## src/rtl/ocp_gate_pkg.sv

```systemverilog
package ocp_gate_pkg;

    // Registered state of the off latch and gate stage
    typedef struct packed {
        logic trip;
        logic drive;
    } gate_state_t;

    // Width for a down-counter that must hold values up to n
    function automatic int unsigned cnt_width(input int unsigned n);
        int unsigned w;
        w = 1;
        while ((1 << w) <= n) begin
            w = w + 1;
        end
        return w;
    endfunction

endpackage

```

## src/rtl/ocp_blank_window.sv

```systemverilog
module ocp_blank_window
    import ocp_gate_pkg::*;
#(
    parameter int unsigned BLANK_CYC = 50
) (
    input  logic clk_i,
    input  logic rst_ni,
    input  logic req_i,
    output logic blank_o
);

    localparam int unsigned CW = cnt_width(BLANK_CYC);
    localparam logic [CW-1:0] RELOAD = CW'(BLANK_CYC - 1);

    typedef struct packed {
        logic          req_prev;
        logic [CW-1:0] left;
    } blank_state_t;

    blank_state_t st_d, st_q;
    logic         rise;

    always_comb begin
        st_d          = st_q;
        rise          = req_i && !st_q.req_prev;
        st_d.req_prev = req_i;
        if (!req_i) begin
            st_d.left = '0;
        end else if (rise) begin
            st_d.left = RELOAD;
        end else if (st_q.left != '0) begin
            st_d.left = st_q.left - 1'b1;
        end
        blank_o = req_i && (rise || (st_q.left != '0));
    end

    always_ff @(posedge clk_i) begin
        if (!rst_ni) begin
            st_q <= '0;
        end else begin
            st_q <= st_d;
        end
    end


    rise_opens_blank_chk: assert property (@(posedge clk_i) disable iff (!rst_ni)
        $rose(req_i) |-> blank_o);


    blank_len_chk: assert property (@(posedge clk_i) disable iff (!rst_ni)
        st_q.left <= RELOAD);


    blank_contig_chk: assert property (@(posedge clk_i) disable iff (!rst_ni)
        (blank_o && !$rose(req_i)) |-> $past(blank_o));

endmodule

```

## src/rtl/ocp_trip_latch.sv

```systemverilog
module ocp_trip_latch
    import ocp_gate_pkg::*;
(
    input  logic clk_i,
    input  logic rst_ni,
    input  logic req_i,
    input  logic oc_eff_i,
    input  logic period_i,
    output logic drive_o,
    output logic trip_o
);

    gate_state_t st_d, st_q;

    always_comb begin
        st_d = st_q;
        // Strobe has priority over a coincident flag
        if (period_i) begin
            st_d.trip = 1'b0;
        end else if (oc_eff_i) begin
            st_d.trip = 1'b1;
        end
        // A live flag also blocks the drive in the strobe cycle
        st_d.drive = req_i && !st_d.trip && !oc_eff_i;
    end

    always_ff @(posedge clk_i) begin
        if (!rst_ni) begin
            st_q <= '0;
        end else begin
            st_q <= st_d;
        end
    end

    assign drive_o = st_q.drive;
    assign trip_o  = st_q.trip;


    strobe_clears_chk: assert property (@(posedge clk_i) disable iff (!rst_ni)
        period_i |=> !trip_o);


    trip_hold_chk: assert property (@(posedge clk_i) disable iff (!rst_ni)
        (trip_o && !period_i) |=> trip_o);


    flag_cuts_chk: assert property (@(posedge clk_i) disable iff (!rst_ni)
        oc_eff_i |=> !drive_o);


    req_low_chk: assert property (@(posedge clk_i) disable iff (!rst_ni)
        !req_i |=> !drive_o);


    drive_has_req_chk: assert property (@(posedge clk_i) disable iff (!rst_ni)
        drive_o |-> $past(req_i));

endmodule

```

## src/rtl/ocp_channel.sv

```systemverilog
module ocp_channel
    import ocp_gate_pkg::*;
#(
    parameter bit          BLANK_EN  = 1'b0,
    parameter int unsigned BLANK_CYC = 50
) (
    input  logic clk_i,
    input  logic rst_ni,
    input  logic req_i,
    input  logic oc_i,
    input  logic period_i,
    output logic drive_o
);

    logic blank;
    logic oc_eff;
    logic trip;

    generate
        if (BLANK_EN) begin : g_blank
            ocp_blank_window #(
                .BLANK_CYC(BLANK_CYC)
            ) blank_i (
                .clk_i  (clk_i),
                .rst_ni (rst_ni),
                .req_i  (req_i),
                .blank_o(blank)
            );
        end else begin : g_noblank
            assign blank = 1'b0;
        end
    endgenerate

    assign oc_eff = oc_i && !blank;

    ocp_trip_latch latch_i (
        .clk_i   (clk_i),
        .rst_ni  (rst_ni),
        .req_i   (req_i),
        .oc_eff_i(oc_eff),
        .period_i(period_i),
        .drive_o (drive_o),
        .trip_o  (trip)
    );


    blank_masks_chk: assert property (@(posedge clk_i) disable iff (!rst_ni)
        (blank && !trip && !period_i) |=> !trip);


    reset_state_chk: assert property (@(posedge clk_i)
        !rst_ni |=> (!drive_o && !trip));

endmodule

```

## src/rtl/ocp_gate_pair.sv

```systemverilog
module ocp_gate_pair #(
    parameter int unsigned BLANK_CYC = 50
) (
    input  logic clk_i,
    input  logic rst_ni,
    input  logic a_req_i,
    input  logic a_oc_i,
    input  logic a_period_i,
    output logic a_drive_o,
    input  logic b_req_i,
    input  logic b_oc_i,
    input  logic b_period_i,
    output logic b_drive_o
);

    // Channel A: immediate limit, no blanking
    ocp_channel #(
        .BLANK_EN (1'b0),
        .BLANK_CYC(BLANK_CYC)
    ) chan_a_i (
        .clk_i   (clk_i),
        .rst_ni  (rst_ni),
        .req_i   (a_req_i),
        .oc_i    (a_oc_i),
        .period_i(a_period_i),
        .drive_o (a_drive_o)
    );

    // Channel B: leading-edge blanking after each turn-on
    ocp_channel #(
        .BLANK_EN (1'b1),
        .BLANK_CYC(BLANK_CYC)
    ) chan_b_i (
        .clk_i   (clk_i),
        .rst_ni  (rst_ni),
        .req_i   (b_req_i),
        .oc_i    (b_oc_i),
        .period_i(b_period_i),
        .drive_o (b_drive_o)
    );


    a_isolated_chk: assert property (@(posedge clk_i) disable iff (!rst_ni)
        (a_oc_i && !b_oc_i && b_req_i && $past(b_drive_o) && !b_period_i) |=> b_drive_o);

endmodule

```

## config.mk

```make
export PLATFORM = sky130hd
export DESIGN_NAME = ocp_gate_pair
export DESIGN_NICKNAME = d
export VERILOG_FILES = /design/src/rtl/ocp_gate_pkg.sv /design/src/rtl/ocp_blank_window.sv /design/src/rtl/ocp_trip_latch.sv /design/src/rtl/ocp_channel.sv /design/src/rtl/ocp_gate_pair.sv
export SDC_FILE = /design/constraint.sdc
export NUM_CORES = 1
export LEC_CHECK = 0
export BUFFER_PORTS_ARGS = -buffer_cell sky130_fd_sc_hd__buf_2
export CAP_MARGIN = 20
export CORE_AREA = 10 10 47 49
export DETAILED_ROUTE_END_ITERATION = 10
export DIE_AREA = 0 0 57 59
export PLACE_DENSITY = 0.63
export SYNTH_ARGS = -nofsm -noshare
export SYNTH_HDL_FRONTEND = slang
export SYNTH_SLANG_ARGS = --single-unit
```

## constraint.sdc

```tcl
create_clock -name clk_i -period 2 [get_ports clk_i]
set_input_delay 0.2 -clock clk_i [delete_from_list [all_inputs] [get_ports clk_i]]
set_output_delay 0.2 -clock clk_i [all_outputs]
set_load 0.02 [all_outputs]
```

# Yosys cells after proc, flatten, opt, wreduce, memory -nomap -nowiden

Index checks and enable logic that the tools add are counted.
W data, S select, Z words.

$add $sub $neg: 1
Muxes and demuxes: 6
Bitwise operators: 2
Reduce and logical (&&, ||, !) cells: 18

Operators by type and width:

| kind                  | count |
|---|---|
| $mux W6               | 2 |
| $logic_and A1 B1 Y1   | 7 |
| $logic_not A1 Y1      | 6 |
| $reduce_bool A6 Y1    | 1 |
| $sub A6 B1 Y6 const B | 1 |
| $mux W1               | 4 |
| $reduce_or A3 Y1      | 1 |
| $not A1 Y1            | 2 |
| $reduce_and A2 Y1     | 1 |
| $reduce_bool A2 Y1    | 1 |
| $logic_or A1 B1 Y1    | 1 |

Bits in registers: 11
Input port bits: 8
Output and inout port bits: 2
Logic and storage cells: 34

# Longest topological paths before layout

Word-level depth: 11
Depth in mapped cells: 5
Mapped depth without buffers: 5

# By module

Synthesis repeated with hierarchy kept, for this count alone.

Cells, all modules: 54
Area, all modules: 513.0 µm²

Modules (own cells, without submodules):

| module                  | times used | cells each | area each (µm²) | sequential area each (µm²) |
|---|---|---|---|---|
| ocp_blank_window        | 1          | 39         | 346.6           | 140.1 |
| ocp_trip_latch          | 2          | 7          | 76.3            | 40.0 |
| ocp_channel at chan_b_i | 1          | 1          | 13.8            | 0.0 |

# Least setup slack after synthesis

OpenSTA, ideal clock, no wires.

Kind: register to register
Start point: reg chan_b_i.g_blank.blank_i.st_q[0] (netlist name)
End point: reg chan_b_i.latch_i.st_q (netlist bit chan_b_i.latch_i.drive_o)
Library setup time: 0.145 ns
Data arrival time: 1.486 ns
Data required time: 1.855 ns
Setup slack: 0.370 ns
Cell stages (with the launch flop): 6
Path buffers: 0
Clock period less this slack: 1.630 ns
Cell sequence: dfxtp_1 inv_1 ha_1 or3b_2 nor3_1 a311oi_1

Longest elaborated chain between the ends: 10
Elaborated cells on any way between the ends: 11
Classes of those cells: mux: 2; reduce/logical: 9

RTL lines:

| what                    | line                   | source |
|---|---|---|
| from (decl)             | ocp_blank_window.sv:20 | `blank_state_t st_d, st_q;` |
| from (signal assigned)  | ocp_blank_window.sv:41 | `st_q <= st_d;` |
| $reduce_bool A6 Y1 (*)  | ocp_blank_window.sv:34 | `blank_o = req_i && (rise \|\| (st_q.left != '0));` |
| $logic_or A1 B1 Y1 (*)  | ocp_blank_window.sv:34 |  |
| $logic_and A1 B1 Y1 (*) | ocp_blank_window.sv:34 |  |
| $logic_not A1 Y1 (*)    | ocp_channel.sv:34      | `assign oc_eff = oc_i && !blank;` |
| $logic_and A1 B1 Y1 (*) | ocp_channel.sv:34      |  |
| $mux W1                 | ocp_trip_latch.sv:20   | `end else if (oc_eff_i) begin` |
| $mux W1                 | ocp_trip_latch.sv:18   | `if (period_i) begin` |
| $logic_not A1 Y1        | ocp_trip_latch.sv:24   | `st_d.drive = req_i && !st_d.trip && !oc_eff_i;` |
| $logic_and A1 B1 Y1     | ocp_trip_latch.sv:24   |  |
| $logic_and A1 B1 Y1 (*) | ocp_trip_latch.sv:24   |  |
| to (signal assigned)    | ocp_trip_latch.sv:31   | `st_q <= st_d;` |
| to (decl)               | ocp_trip_latch.sv:13   | `gate_state_t st_d, st_q;` |

Mark *: on every way between the ends. The rest lies on a longest branch, timed or not.
A chain may end at the register's enable or synchronous reset.

# Worst setup path after layout

Start point: reg chan_b_i.g_blank.blank_i.st_q[0] (netlist name)
End point: reg chan_b_i.g_blank.blank_i.st_q[0] (netlist name)

Longest elaborated chain between the ends: 3
Elaborated cells on any way between the ends: 5
Classes of those cells: add/sub: 1; mux: 2; reduce/logical: 2

RTL lines:

| what          | line                   | source |
|---|---|---|
| $sub A6 B1 Y6 | ocp_blank_window.sv:32 | `st_d.left = st_q.left - 1'b1;` |
| $mux W6       | ocp_blank_window.sv:31 | `end else if (st_q.left != '0) begin` |
| $mux W6       | ocp_blank_window.sv:29 | `end else if (rise) begin` |

Several ways; a longest one is shown, not always the timed one. The select of a mux whose other input is x is not followed.

==> reports/qor.yml <==
grt:
  grt-ovfl-total: 0
  track_usage_pct: 6.28
  grt_pass1_vias: 393
  antenna_found_initial: 0
  grt_start_max_net_pins: 7
  grt_pass1_wl_mm: 1.63
sta:
  finalCriticalPeriod_ps: 1610
  setup_slack_ps: 390
  slew_violations: 0
  max_slew.worst_pin.slew_ps: 464
  rsz0062_at_grt: "false"
  clock.fmax_ghz: 0.621
  maxSlewHeadroom_pct: 69.0
  finalCritPeriodShare_pct: 80.5
  report.final.setup_viol: 0
  holdWs_ps: 93.7
  hold_violations: 0
  fin_skew_ps: 2.97
  tns_ps: 0
cts:
  cts_root_buffer: "clkbuf_4"
  cts_resized: 0
  ctsHoldBuffers: 0
  insertion_delay_ps: 270
  clock_sinks: 11
  cts_tree: "yes"
  cts_buffer_depth: 2
  clk_pin_slew_ps: 70
  cts_max_level: 1
  post-cts-setup-buffers: 0
  cts_buffers: 3
floorplanning:
  dieHeight_um: 59
  die_area_sq_um: 3360
  num_rows: 14
  core_area_sq_um: 1400
  start_util_pct: 33.6
  ios: 10
  die-width_um: 57
run:
  maxCapViolCount: 0
pwr:
  swShare_pct: 26.2
  seq_power_share_pct: 51.3
  total_power_mw: 0.461
  pwr-share-clk_pct: 33.7
  leakage_nw: 0.240
  ir_drop_mv: 0.323
  intPower_mw: 0.341
  share_comb_of_total_power_pct: 15.0
  power_density_nw_per_um2: 810
  p_sw_mw: 0.121
critical_path:
  cp_slowest_stage_delay_ps: 470
  cp_slowest_cell: "or3b_2"
  cp_num_buf_inv: 2
  path_class: "reg -> reg"
  cp_cell_sequence: "inv_1 > ha_1 > or3b_2 > nor3_1 > buf_4 > o211a_1"
  critPathTopFamily: "simple AND/OR/NAND/NOR gates"
  setup.worst_path.start_class: "register"
  required_ps: 2220
  arrival_ps: 1830
  end_kind: "register"
  path_max_fanout: 5
logic_synthesis:
  synth_edf_count: 0
  avgSynthCellArea_sq_um: 9.41
  synth_commonest_cells: "11 x dfxtp_1, 4 x inv_1, 4 x nand2_1"
  async_reset_ff_share_pct: 0
  postSynthCellCount: 50
  synth-seq-cells: 11
  yosys.area.top_type: "dfxtp_1"
  synth_top_area_share_pct: 46.8
  synth_area_sq_um: 470
  syn_nets: 59
  ys_warn_count: 0
  yosys-top-cells-area: "dfxtp_1 47%, a311oi_1 3.7%, nor3_1 3.2%"
  synth_cell_types: 25
  synth.yosys.seq_area_share_pct: 46.8
  ys.flop_type: "dfxtp_1"
  yosysMostFrequentCell: "dfxtp_1"
placed_design:
  postPlaceCellArea_sq_um: 543
  dp_hpwl_um: 748
  gp_congestion: 0.786
  pre_cts_ws_ps: 398
  place_inst: 76
  io_buffer_count: 9
final_layout:
  diodes: 0
  final_util_pct: 40.6
  stdcell_count: 80
  fillers: 151
  drive_gt1_share_pct: 25.0
  postLayoutCellArea_sq_um: 569
  ff_latch_area_sq_um: 220
  synthToLayoutAreaGrowth_pct: 21.0
  nets: 74
  multi_input_area_sq_um: 235
route:
  postRouteWirelength_um: 964
  ant_nets: 0
  drc_errors: 0
  drtPass1Iterations: 2
  wl_per_cell_um: 12.1
  drt_iter0_drc: 6
  via_count: 423
  viasPerCell: 5.29
hold_path:
  min_path_type: "in -> reg"
status:
  status: "complete, no violations"
## power groups by stage
| stage | combinational [mW] | clock [mW] | sequential, mW |
|---|---|---|---|
| 2_1_floorplan | 0.0421 | 0 | 0.243 |
| 3_3_place_gp | 0.0690 | 0 | 0.242 |
| 3_5_place_dp | 0.0693 | 0 | 0.241 |
| 4_1_cts | 0.0699 | 0.163 | 0.236 |
| 5_1_grt | 0.0791 | 0.170 | 0.238 |
| 6_report | 0.0694 | 0.155 | 0.236 |
## cell usage in the layout, fill, tap and decap left out, types with 2 or more instances in the layout
| cell | Yosys | layout |
|---|---|---|
| buf_2 | 0 | 9 |
| a211oi_1 | 2 | 2 |
| dfxtp_1 | 11 | 11 |
| inv_1 | 4 | 4 |
| nor2b_1 | 2 | 2 |
| nor3_1 | 3 | 3 |
| clkbuf_4 | 0 | 3 |
| nand2_1 | 4 | 4 |
| nor3b_1 | 2 | 2 |
| nor2_1 | 3 | 3 |
| a311oi_1 | 2 | 2 |
| a31oi_1 | 2 | 2 |
## layout make-up
cell class              count  area share (%)
flip-flops and latches     11            38.7
well taps                  16            3.52
repair buffers             10            9.23
inverters                   4            2.64
multi-input cells          35            41.3
clock buffers               4            4.62
## sequential cells by signal, indices dropped and copies added, names as in the netlist
| signal | cells |
|---|---|
| chan_b_i.latch_i.trip_o | 1 |
| chan_b_i.g_blank.blank_i.st_q | 7 |
| chan_a_i.latch_i.drive_o | 1 |
| chan_a_i.latch_i.trip_o | 1 |
| chan_b_i.latch_i.drive_o | 1 |
## worst reg2reg max path, stage by stage, from the launching register on
cell	delay, ps
dfxtp_1	340
inv_1	90
ha_1	210
or3b_2	470
nor3_1	150
buf_4	160
o211a_1	150
## logic make-up after synthesis
logic type                 synth area share [%]
buffers and inverters                      3.19
AOI/OAI and AO/OA                          16.0
DFF                                        46.8
xor gates and xnor gates                   1.86
and+or+nand+nor                            29.5
adders and majority gates                  2.66
## final timing paths
check / endpoint / cells past startpoint / slack [ps] / startpoint
worst max-delay path: chan_b_i.g_blank.blank_i.st_q[0] / 6 / 390 / chan_b_i.g_blank.blank_i.st_q[0]
worst min-delay path: chan_a_i.latch_i.trip_o / 2 / 90 / a_period_i
worst max register to register: chan_b_i.g_blank.blank_i.st_q[0] / 6 / 390 / chan_b_i.g_blank.blank_i.st_q[0]
worst min register to register: chan_b_i.latch_i.trip_o / 2 / 500 / chan_b_i.latch_i.trip_o
## layer usage
metal | global-route usage, % | share of wire, % | routed length, um
met5 | 0 | 0 | 0
met4 | 4.03 | 1.9 | 18
met3 | 3.86 | 4.9 | 47
met2 | 10.2 | 49 | 476
met1 | 5.86 | 44 | 422
(Power assumes the default switching activity.)
